--- config.mk ---
export PLATFORM = sky130hd
export DESIGN_NAME = pio_bank_decoder
export DESIGN_NICKNAME = d
export VERILOG_FILES = /design/src/rtl/pio_pkg.sv /design/src/rtl/pio_bank_reg.sv /design/src/rtl/pio_route.sv /design/src/rtl/pio_seq.sv /design/src/rtl/pio_drive.sv /design/src/rtl/pio_bank_decoder.sv
export SDC_FILE = /design/constraint.sdc
export NUM_CORES = 1
export LEC_CHECK = 0
export ABC_AREA = 1
export BUFFER_PORTS_ARGS = -buffer_cell sky130_fd_sc_hd__buf_2
export CORE_MARGIN = 2
export CORE_UTILIZATION = 44
export CTS_BUF_LIST = sky130_fd_sc_hd__clkbuf_8 sky130_fd_sc_hd__clkbuf_16
export DETAILED_ROUTE_END_ITERATION = 8
export PLACE_DENSITY = 0.92
export SKIP_LAST_GASP = 1
export SLEW_MARGIN = 30
export SYNTH_ARGS = -nofsm -noshare
export SYNTH_HDL_FRONTEND = slang
export SYNTH_SLANG_ARGS = --single-unit
--- constraint.sdc ---
create_clock -name clk -period 3 [get_ports clk]
set_input_delay 0.45 -clock clk [delete_from_list [all_inputs] [get_ports clk]]
set_output_delay 0.45 -clock clk [all_outputs]
set_load 0.03 [all_outputs]
--- src/rtl/pio_pkg.sv ---
package pio_pkg;
   typedef enum logic [1:0] {
      PH_IDLE = 2'd0,
      PH_ONE  = 2'd1,
      PH_TWO  = 2'd2
   } pio_phase_e;
endpackage

--- src/rtl/pio_bank_reg.sv ---
module pio_bank_reg #(
   parameter int BSEL_W = 16,
   parameter int BANK_W = 3
) (
   input  logic              clk,
   input  logic              rst_n,
   input  logic              we,
   input  logic [BSEL_W-1:0] wdata,
   output logic [BSEL_W-1:0] q,
   output logic [BANK_W-1:0] bank
);
   logic [BSEL_W-1:0] masked;

   for (genvar g = 0; g < BSEL_W; g++) begin : g_bit
      if (g < BANK_W) begin : g_keep
         assign masked[g] = wdata[g];
      end else begin : g_zero
         assign masked[g] = 1'b0;
      end
   end

   always_ff @(posedge clk or negedge rst_n) begin
      if (!rst_n)  q <= '0;
      else if (we) q <= masked;
   end

   assign bank = q[BANK_W-1:0];
endmodule

--- src/rtl/pio_route.sv ---
module pio_route #(
   parameter int BANK_W = 3,
   parameter int PORT_W = 3,
   parameter logic [(1<<(BANK_W+PORT_W))-1:0] EXT_MAP = '0
) (
   input  logic [BANK_W-1:0] bank,
   input  logic [PORT_W-1:0] port,
   output logic              is_ext
);
   localparam int SEL_W = BANK_W + PORT_W;
   localparam int NPAIR = 1 << SEL_W;

   logic [SEL_W-1:0] sel;
   logic [NPAIR-1:0] hit;

   assign sel = {bank, port};

   for (genvar g = 0; g < NPAIR; g++) begin : g_pair
      assign hit[g] = (sel == SEL_W'(g)) && EXT_MAP[g];
   end

   assign is_ext = |hit;
endmodule

--- src/rtl/pio_seq.sv ---
module pio_seq
   import pio_pkg::*;
#(
   parameter int BANK_W = 3,
   parameter int PORT_W = 3,
   parameter int DATA_W = 16
) (
   input  logic              clk,
   input  logic              rst_n,
   input  logic              req,
   input  logic              wr,
   input  logic [PORT_W-1:0] port,
   input  logic [DATA_W-1:0] wdata,
   input  logic [BANK_W-1:0] bank,
   input  logic              is_ext,
   output pio_phase_e        phase,
   output logic              lat_wr,
   output logic              lat_ext,
   output logic [BANK_W-1:0] lat_bank,
   output logic [PORT_W-1:0] lat_port,
   output logic [DATA_W-1:0] lat_data
);
   always_ff @(posedge clk or negedge rst_n) begin
      if (!rst_n) begin
         phase    <= PH_IDLE;
         lat_wr   <= 1'b0;
         lat_ext  <= 1'b0;
         lat_bank <= '0;
         lat_port <= '0;
         lat_data <= '0;
      end else begin
         unique case (phase)
            PH_IDLE: if (req) begin
               phase    <= PH_ONE;
               lat_wr   <= wr;
               lat_ext  <= is_ext;
               lat_bank <= bank;
               lat_port <= port;
               lat_data <= wdata;
            end
            PH_ONE:  phase <= PH_TWO;
            PH_TWO:  phase <= PH_IDLE;
            default: phase <= PH_IDLE;
         endcase
      end
   end
endmodule

--- src/rtl/pio_drive.sv ---
module pio_drive
   import pio_pkg::*;
#(
   parameter int BANK_W = 3,
   parameter int PORT_W = 3,
   parameter int DATA_W = 16,
   parameter int ADDR_W = 12
) (
   input  logic                     clk,
   input  logic                     rst_n,
   input  pio_phase_e               phase,
   input  logic                     lat_wr,
   input  logic                     lat_ext,
   input  logic [BANK_W-1:0]        lat_bank,
   input  logic [PORT_W-1:0]        lat_port,
   input  logic [DATA_W-1:0]        lat_data,
   input  logic [DATA_W-1:0]        ext_d_in,
   input  logic [DATA_W-1:0]        int_rdata,
   input  logic                     int_valid,
   output logic [ADDR_W-1:0]        ext_addr,
   output logic                     ext_ren_n,
   output logic                     ext_we_n,
   output logic                     ext_d_oe,
   output logic [DATA_W-1:0]        ext_d_out,
   output logic [BANK_W+PORT_W-1:0] int_addr,
   output logic                     int_we,
   output logic                     int_re,
   output logic [DATA_W-1:0]        int_wdata,
   output logic [DATA_W-1:0]        io_rdata,
   output logic                     io_rdata_valid
);
   localparam int HI_W = ADDR_W - PORT_W;

   logic active, first, second, ext_wr_phase;

   assign active       = (phase != PH_IDLE);
   assign first        = (phase == PH_ONE);
   assign second       = (phase == PH_TWO);
   assign ext_wr_phase = first && lat_wr && lat_ext;

   assign ext_addr  = active ? {{HI_W{1'b1}}, lat_port} : '1;
   assign ext_we_n  = !ext_wr_phase;
   assign ext_d_oe  = ext_wr_phase;
   assign ext_ren_n = !(active && !lat_wr && lat_ext);
   assign ext_d_out = lat_data;

   assign int_addr  = {lat_bank, lat_port};
   assign int_we    = first && lat_wr && !lat_ext;
   assign int_re    = second && !lat_wr && !lat_ext;
   assign int_wdata = lat_data;

   always_ff @(posedge clk or negedge rst_n) begin
      if (!rst_n) begin
         io_rdata       <= '0;
         io_rdata_valid <= 1'b0;
      end else if (second && !lat_wr) begin
         io_rdata       <= lat_ext ? ext_d_in : (int_valid ? int_rdata : '0);
         io_rdata_valid <= 1'b1;
      end else begin
         io_rdata_valid <= 1'b0;
      end
   end
endmodule

--- src/rtl/pio_bank_decoder.sv ---
module pio_bank_decoder
   import pio_pkg::*;
#(
   parameter int DATA_W = 16,
   parameter int BSEL_W = 16,
   parameter int BANK_W = 3,
   parameter int PORT_W = 3,
   parameter int ADDR_W = 12,
   parameter logic [(1<<(BANK_W+PORT_W))-1:0] EXT_MAP = 64'h8000_0000_0000_00FF
) (
   input  logic                     clk,
   input  logic                     rst_n,
   input  logic                     io_req,
   input  logic                     io_wr,
   input  logic [PORT_W-1:0]        io_port,
   input  logic [DATA_W-1:0]        io_wdata,
   output logic                     io_busy,
   output logic [DATA_W-1:0]        io_rdata,
   output logic                     io_rdata_valid,
   input  logic                     bsel_we,
   input  logic [BSEL_W-1:0]        bsel_wdata,
   output logic [BSEL_W-1:0]        bsel_q,
   output logic [BANK_W+PORT_W-1:0] int_addr,
   output logic                     int_we,
   output logic                     int_re,
   output logic [DATA_W-1:0]        int_wdata,
   input  logic [DATA_W-1:0]        int_rdata,
   input  logic                     int_valid,
   output logic [ADDR_W-1:0]        ext_addr,
   output logic                     ext_ren_n,
   output logic                     ext_we_n,
   output logic                     ext_d_oe,
   output logic [DATA_W-1:0]        ext_d_out,
   input  logic [DATA_W-1:0]        ext_d_in
);
   localparam int SEL_W = BANK_W + PORT_W;

   if (SEL_W > 10) begin : g_bad_sel
      $error("bank and port fields too wide for the routing map");
   end
   if (ADDR_W <= PORT_W) begin : g_bad_addr
      $error("external address must be wider than the port field");
   end
   if (BSEL_W < BANK_W) begin : g_bad_bsel
      $error("bank register narrower than the bank field");
   end

   logic [BANK_W-1:0] cur_bank;
   logic              route_ext;
   pio_phase_e        phase;
   logic              lat_wr, lat_ext;
   logic [BANK_W-1:0] lat_bank;
   logic [PORT_W-1:0] lat_port;
   logic [DATA_W-1:0] lat_data;

   pio_bank_reg #(.BSEL_W(BSEL_W), .BANK_W(BANK_W)) u_bank (
      .clk(clk), .rst_n(rst_n), .we(bsel_we), .wdata(bsel_wdata),
      .q(bsel_q), .bank(cur_bank)
   );

   pio_route #(.BANK_W(BANK_W), .PORT_W(PORT_W), .EXT_MAP(EXT_MAP)) u_route (
      .bank(cur_bank), .port(io_port), .is_ext(route_ext)
   );

   pio_seq #(.BANK_W(BANK_W), .PORT_W(PORT_W), .DATA_W(DATA_W)) u_seq (
      .clk(clk), .rst_n(rst_n), .req(io_req), .wr(io_wr), .port(io_port),
      .wdata(io_wdata), .bank(cur_bank), .is_ext(route_ext), .phase(phase),
      .lat_wr(lat_wr), .lat_ext(lat_ext), .lat_bank(lat_bank),
      .lat_port(lat_port), .lat_data(lat_data)
   );

   pio_drive #(.BANK_W(BANK_W), .PORT_W(PORT_W), .DATA_W(DATA_W), .ADDR_W(ADDR_W)) u_drive (
      .clk(clk), .rst_n(rst_n), .phase(phase), .lat_wr(lat_wr), .lat_ext(lat_ext),
      .lat_bank(lat_bank), .lat_port(lat_port), .lat_data(lat_data),
      .ext_d_in(ext_d_in), .int_rdata(int_rdata), .int_valid(int_valid),
      .ext_addr(ext_addr), .ext_ren_n(ext_ren_n), .ext_we_n(ext_we_n),
      .ext_d_oe(ext_d_oe), .ext_d_out(ext_d_out), .int_addr(int_addr),
      .int_we(int_we), .int_re(int_re), .int_wdata(int_wdata),
      .io_rdata(io_rdata), .io_rdata_valid(io_rdata_valid)
   );

   assign io_busy = (phase != PH_IDLE);
endmodule

==> impl_metrics.env <==
export IMPL_wl_met3_um=339
export IMPL_critPathKind="flip-flop to primary output"
export IMPL_cts_made_buffers=5
export IMPL_antennaDiodeCount=0
export IMPL_drt_total_wl_mm=5.199
export IMPL_clockBufferDepth=2
export IMPL_hold_class="primary input to asynchronous set/reset pin"
export IMPL_slew_headroom=0.4716
export IMPL_yosysSeqAreaShare=0.4973
export IMPL_final_cell_area_um2=2853
export IMPL_synth_warnings=0
export IMPL_postCtsSetupBuffers=0
export IMPL_post_synth_cell_area_avg_um2=7.847
export IMPL_skew_ns=0.004674
export IMPL_fmax_mhz=480.2
export IMPL_reg2reg_to="u_drive.io_rdata[1]"
export IMPL_setup_ws_ns=0.9176
export IMPL_yosys_area_share_simple=0.3059
export IMPL_power_per_cell_area_nw_per_um2=876.1
export IMPL_ys_ff_latch=46
export IMPL_die_h_um=76.53
export IMPL_hold_viol=0
export IMPL_r2r_slack_ns=1.52
export IMPL_cts_tree="done"
export IMPL_synth_compound_area_frac=0.01946
export IMPL_max_stage_delay_ns=0.87
export IMPL_synth_top_cell_by_area="dfrtp_1"
export IMPL_core_area_um2=5107
export IMPL_rsz0062_at_grt="no"
export IMPL_synthAdderAreaFrac=0
export IMPL_critPathTopFamily="flip-flops"
export IMPL_syn_inst=295
export IMPL_post_place_ws_ns=1.240
export IMPL_die_area_um2=5857
export IMPL_reg2reg_from="u_seq.lat_ext"
export IMPL_firstDrtPassIters=4
export IMPL_p_switching_uw=1193
export IMPL_postRouteAntennaNets=0
export IMPL_synth_area_um2=2315
export IMPL_layout_drive_gt1_share=0.3507
export IMPL_cts_num_sinks=46
export IMPL_clkPwrFrac=0.152
export IMPL_comb_power_share=0.471
export IMPL_status="completed"
export IMPL_cp_end_kind="primary output"
export IMPL_n_fill_cell=485
export IMPL_setup_viol=0
export IMPL_power_internal_uw=1307
export IMPL_grt_pass1_vias=1915
export IMPL_grt_start_max_net_pins=47
export IMPL_antenna_found_initial=0
export IMPL_io_pins=162
export IMPL_die_x_um=76.53
export IMPL_final_nets=474
export IMPL_reg2reg_depth=5
export IMPL_track_usage=0.1834
export IMPL_synth_top_family_by_area="simple AND/OR/NAND/NOR gates"
export IMPL_drc_errors=0
export IMPL_met2WireLength_mm=2.737
export IMPL_clock_latency_ns=0.29
export IMPL_start_util=0.4532
export IMPL_gp_congestion=0.6671
export IMPL_fin_crit_sh=0.6941
export IMPL_cts_root_buf="clkbuf_8"
export IMPL_final_max_slew_viol_count=0
export IMPL_tns_ns=0
export IMPL_synth_top_cells_by_area="dfrtp_1 50%, nand2_1 27%, buf_4 12%"
export IMPL_drv_cap=0
export IMPL_cts_resized=0
export IMPL_worst_pin_slew_ns=0.7926
export IMPL_crit_chain="nand3_1 -> inv_1 -> buf_2"
export IMPL_fin_util=0.5586
export IMPL_crit_fanout=22
export IMPL_crit_buf_inv=2
export IMPL_path_clk_slew_ns=0.08
export IMPL_max_vdd_ir_drop_mv=0.4078
export IMPL_maxUsedRoutingLayer="met4"
export IMPL_critPathRequiredTime_ns=2.55
export IMPL_wl_per_cell_um=11.01
export IMPL_port_buffers=126
export IMPL_synthMuxAreaShare=0
export IMPL_areaGrowthSynthToFinish_pct=23.24
export IMPL_dpl_hpwl_mm=3.821
export IMPL_cp_arrival_ns=1.63
export IMPL_synthXorXnorAreaFrac=0
export IMPL_yosysUniqueCellTypes=19
export IMPL_yosys_area_top_type_share=0.4973
export IMPL_rows=26
export IMPL_postCtsHoldBufs=0
export IMPL_p_seq_frac=0.377
export IMPL_htreeDepth=2
export IMPL_routed_via_count=2083
export IMPL_power_leakage_uw=0.001793
export IMPL_dpl_cell_area_um2=2759
export IMPL_wl_met1_mm=2.060
export IMPL_slowest_stage="dfrtp_1"
export IMPL_drt_initial_drc_count=77
export IMPL_grt_pass1_wl_mm=8.666
export IMPL_overflow=0
export IMPL_fin_crit_ns=2.082
export IMPL_swShare=0.4772
export IMPL_start_kind="flip-flop"
export IMPL_routed_via_density=4.413
[placed cells by master, fill, tap and decap left out, drive strengths merged]
cell,netlist,routed
clkinv,0,1
nand2,167,167
buf,47,126
nor4,1,1
nor2,5,5
dfrtp,46,46
o21ai,9,9
or2,1,1
nand3,4,4
clkbuf,0,6
inv,13,14
conb,2,22
[synthesized netlist by cell type]
cell and n:
nand2_1 166, dfrtp_1 46, buf_4 38, inv_1 10
buf_2 6, o21ai_0 6, buf_6 3, nand3_1 3
nor2_1 3, o21ai_1 3, conb_1 2, inv_4 2
inv_2 1, nand2_4 1, nand3_4 1, nor2_2 1
nor2_4 1, nor4_1 1, or2_2 1
[worst max-delay path by stage]
stage / startpoint / end / depth (start not counted)
6_report: u_seq.lat_ext / ext_d_oe / 3
5_1_grt: u_seq.lat_ext / ext_d_oe / 3
4_1_cts: u_seq.lat_ext / ext_d_oe / 3
3_5_place_dp: u_seq.lat_ext / ext_d_oe / 3
3_3_place_gp: u_seq.lat_ext / ext_d_oe / 3
2_1_floorplan: u_seq.lat_ext / int_we / 2
[power by group through the flow]
| stage | combinational, uW | clock [uW] | sequential (uW) |
|---|---|---|---|
| finish | 1180 | 381 | 942 |
| global route | 1260 | 425 | 976 |
| floorplan | 553 | 0 | 1310 |
| detailed placement | 1190 | 0 | 951 |
| global placement | 1160 | 0 | 944 |
| CTS | 1190 | 397 | 943 |
[flip-flops by register name, indices dropped and copies added, names as in the netlist]
register,cells
u_seq.lat_data,16
u_seq.lat_wr,1
u_drive.io_rdata_valid,1
u_seq.lat_ext,1
u_drive.io_rdata,16
u_seq.lat_bank,3
u_seq.lat_port,3
u_bank.q,3
u_seq.phase,2
[stage by stage]
step | power [uW] | instances | hold slack, ns
2_1_floorplan | 1865 | 315 | 0.1544
3_3_place_gp | 2104 | 464 | 0.4583
3_5_place_dp | 2137 | 464 | 0.4649
4_1_cts | 2528 | 472 | 0.3339
5_1_grt | 2663 | 472 | 0.1886
6_report | 2499 | 472 | 0.1519
[final cells by class]
type                    instances  area, um2  share of cell area
well taps                      70      87.58             0.03070
inverters                      13      53.80             0.01886
multi-input cells             209      835.8              0.2930
flip-flops and latches         46       1151              0.4035
clock buffers                   6      82.58             0.02895
repair buffers                126      633.1              0.2219
clock inverters                 2      8.758            0.003070
[kinds of logic (layout without fill, tap and decap cells)]
kind of cell	count (synthesis)	in the layout
and+or+nand+nor	178	178
buffers and inverters	60	147
DFF	46	46
AOI/OAI and AO/OA	9	9
other	2	22
[layer usage]
layer	GRT usage	vias to the layer above
met2	0.3416	83
met3	0.04621	8
met5	0	-
li1	-	1035
met1	0.2068	957
met4	0.05091	0
Power figures use the tool's default switching activity.
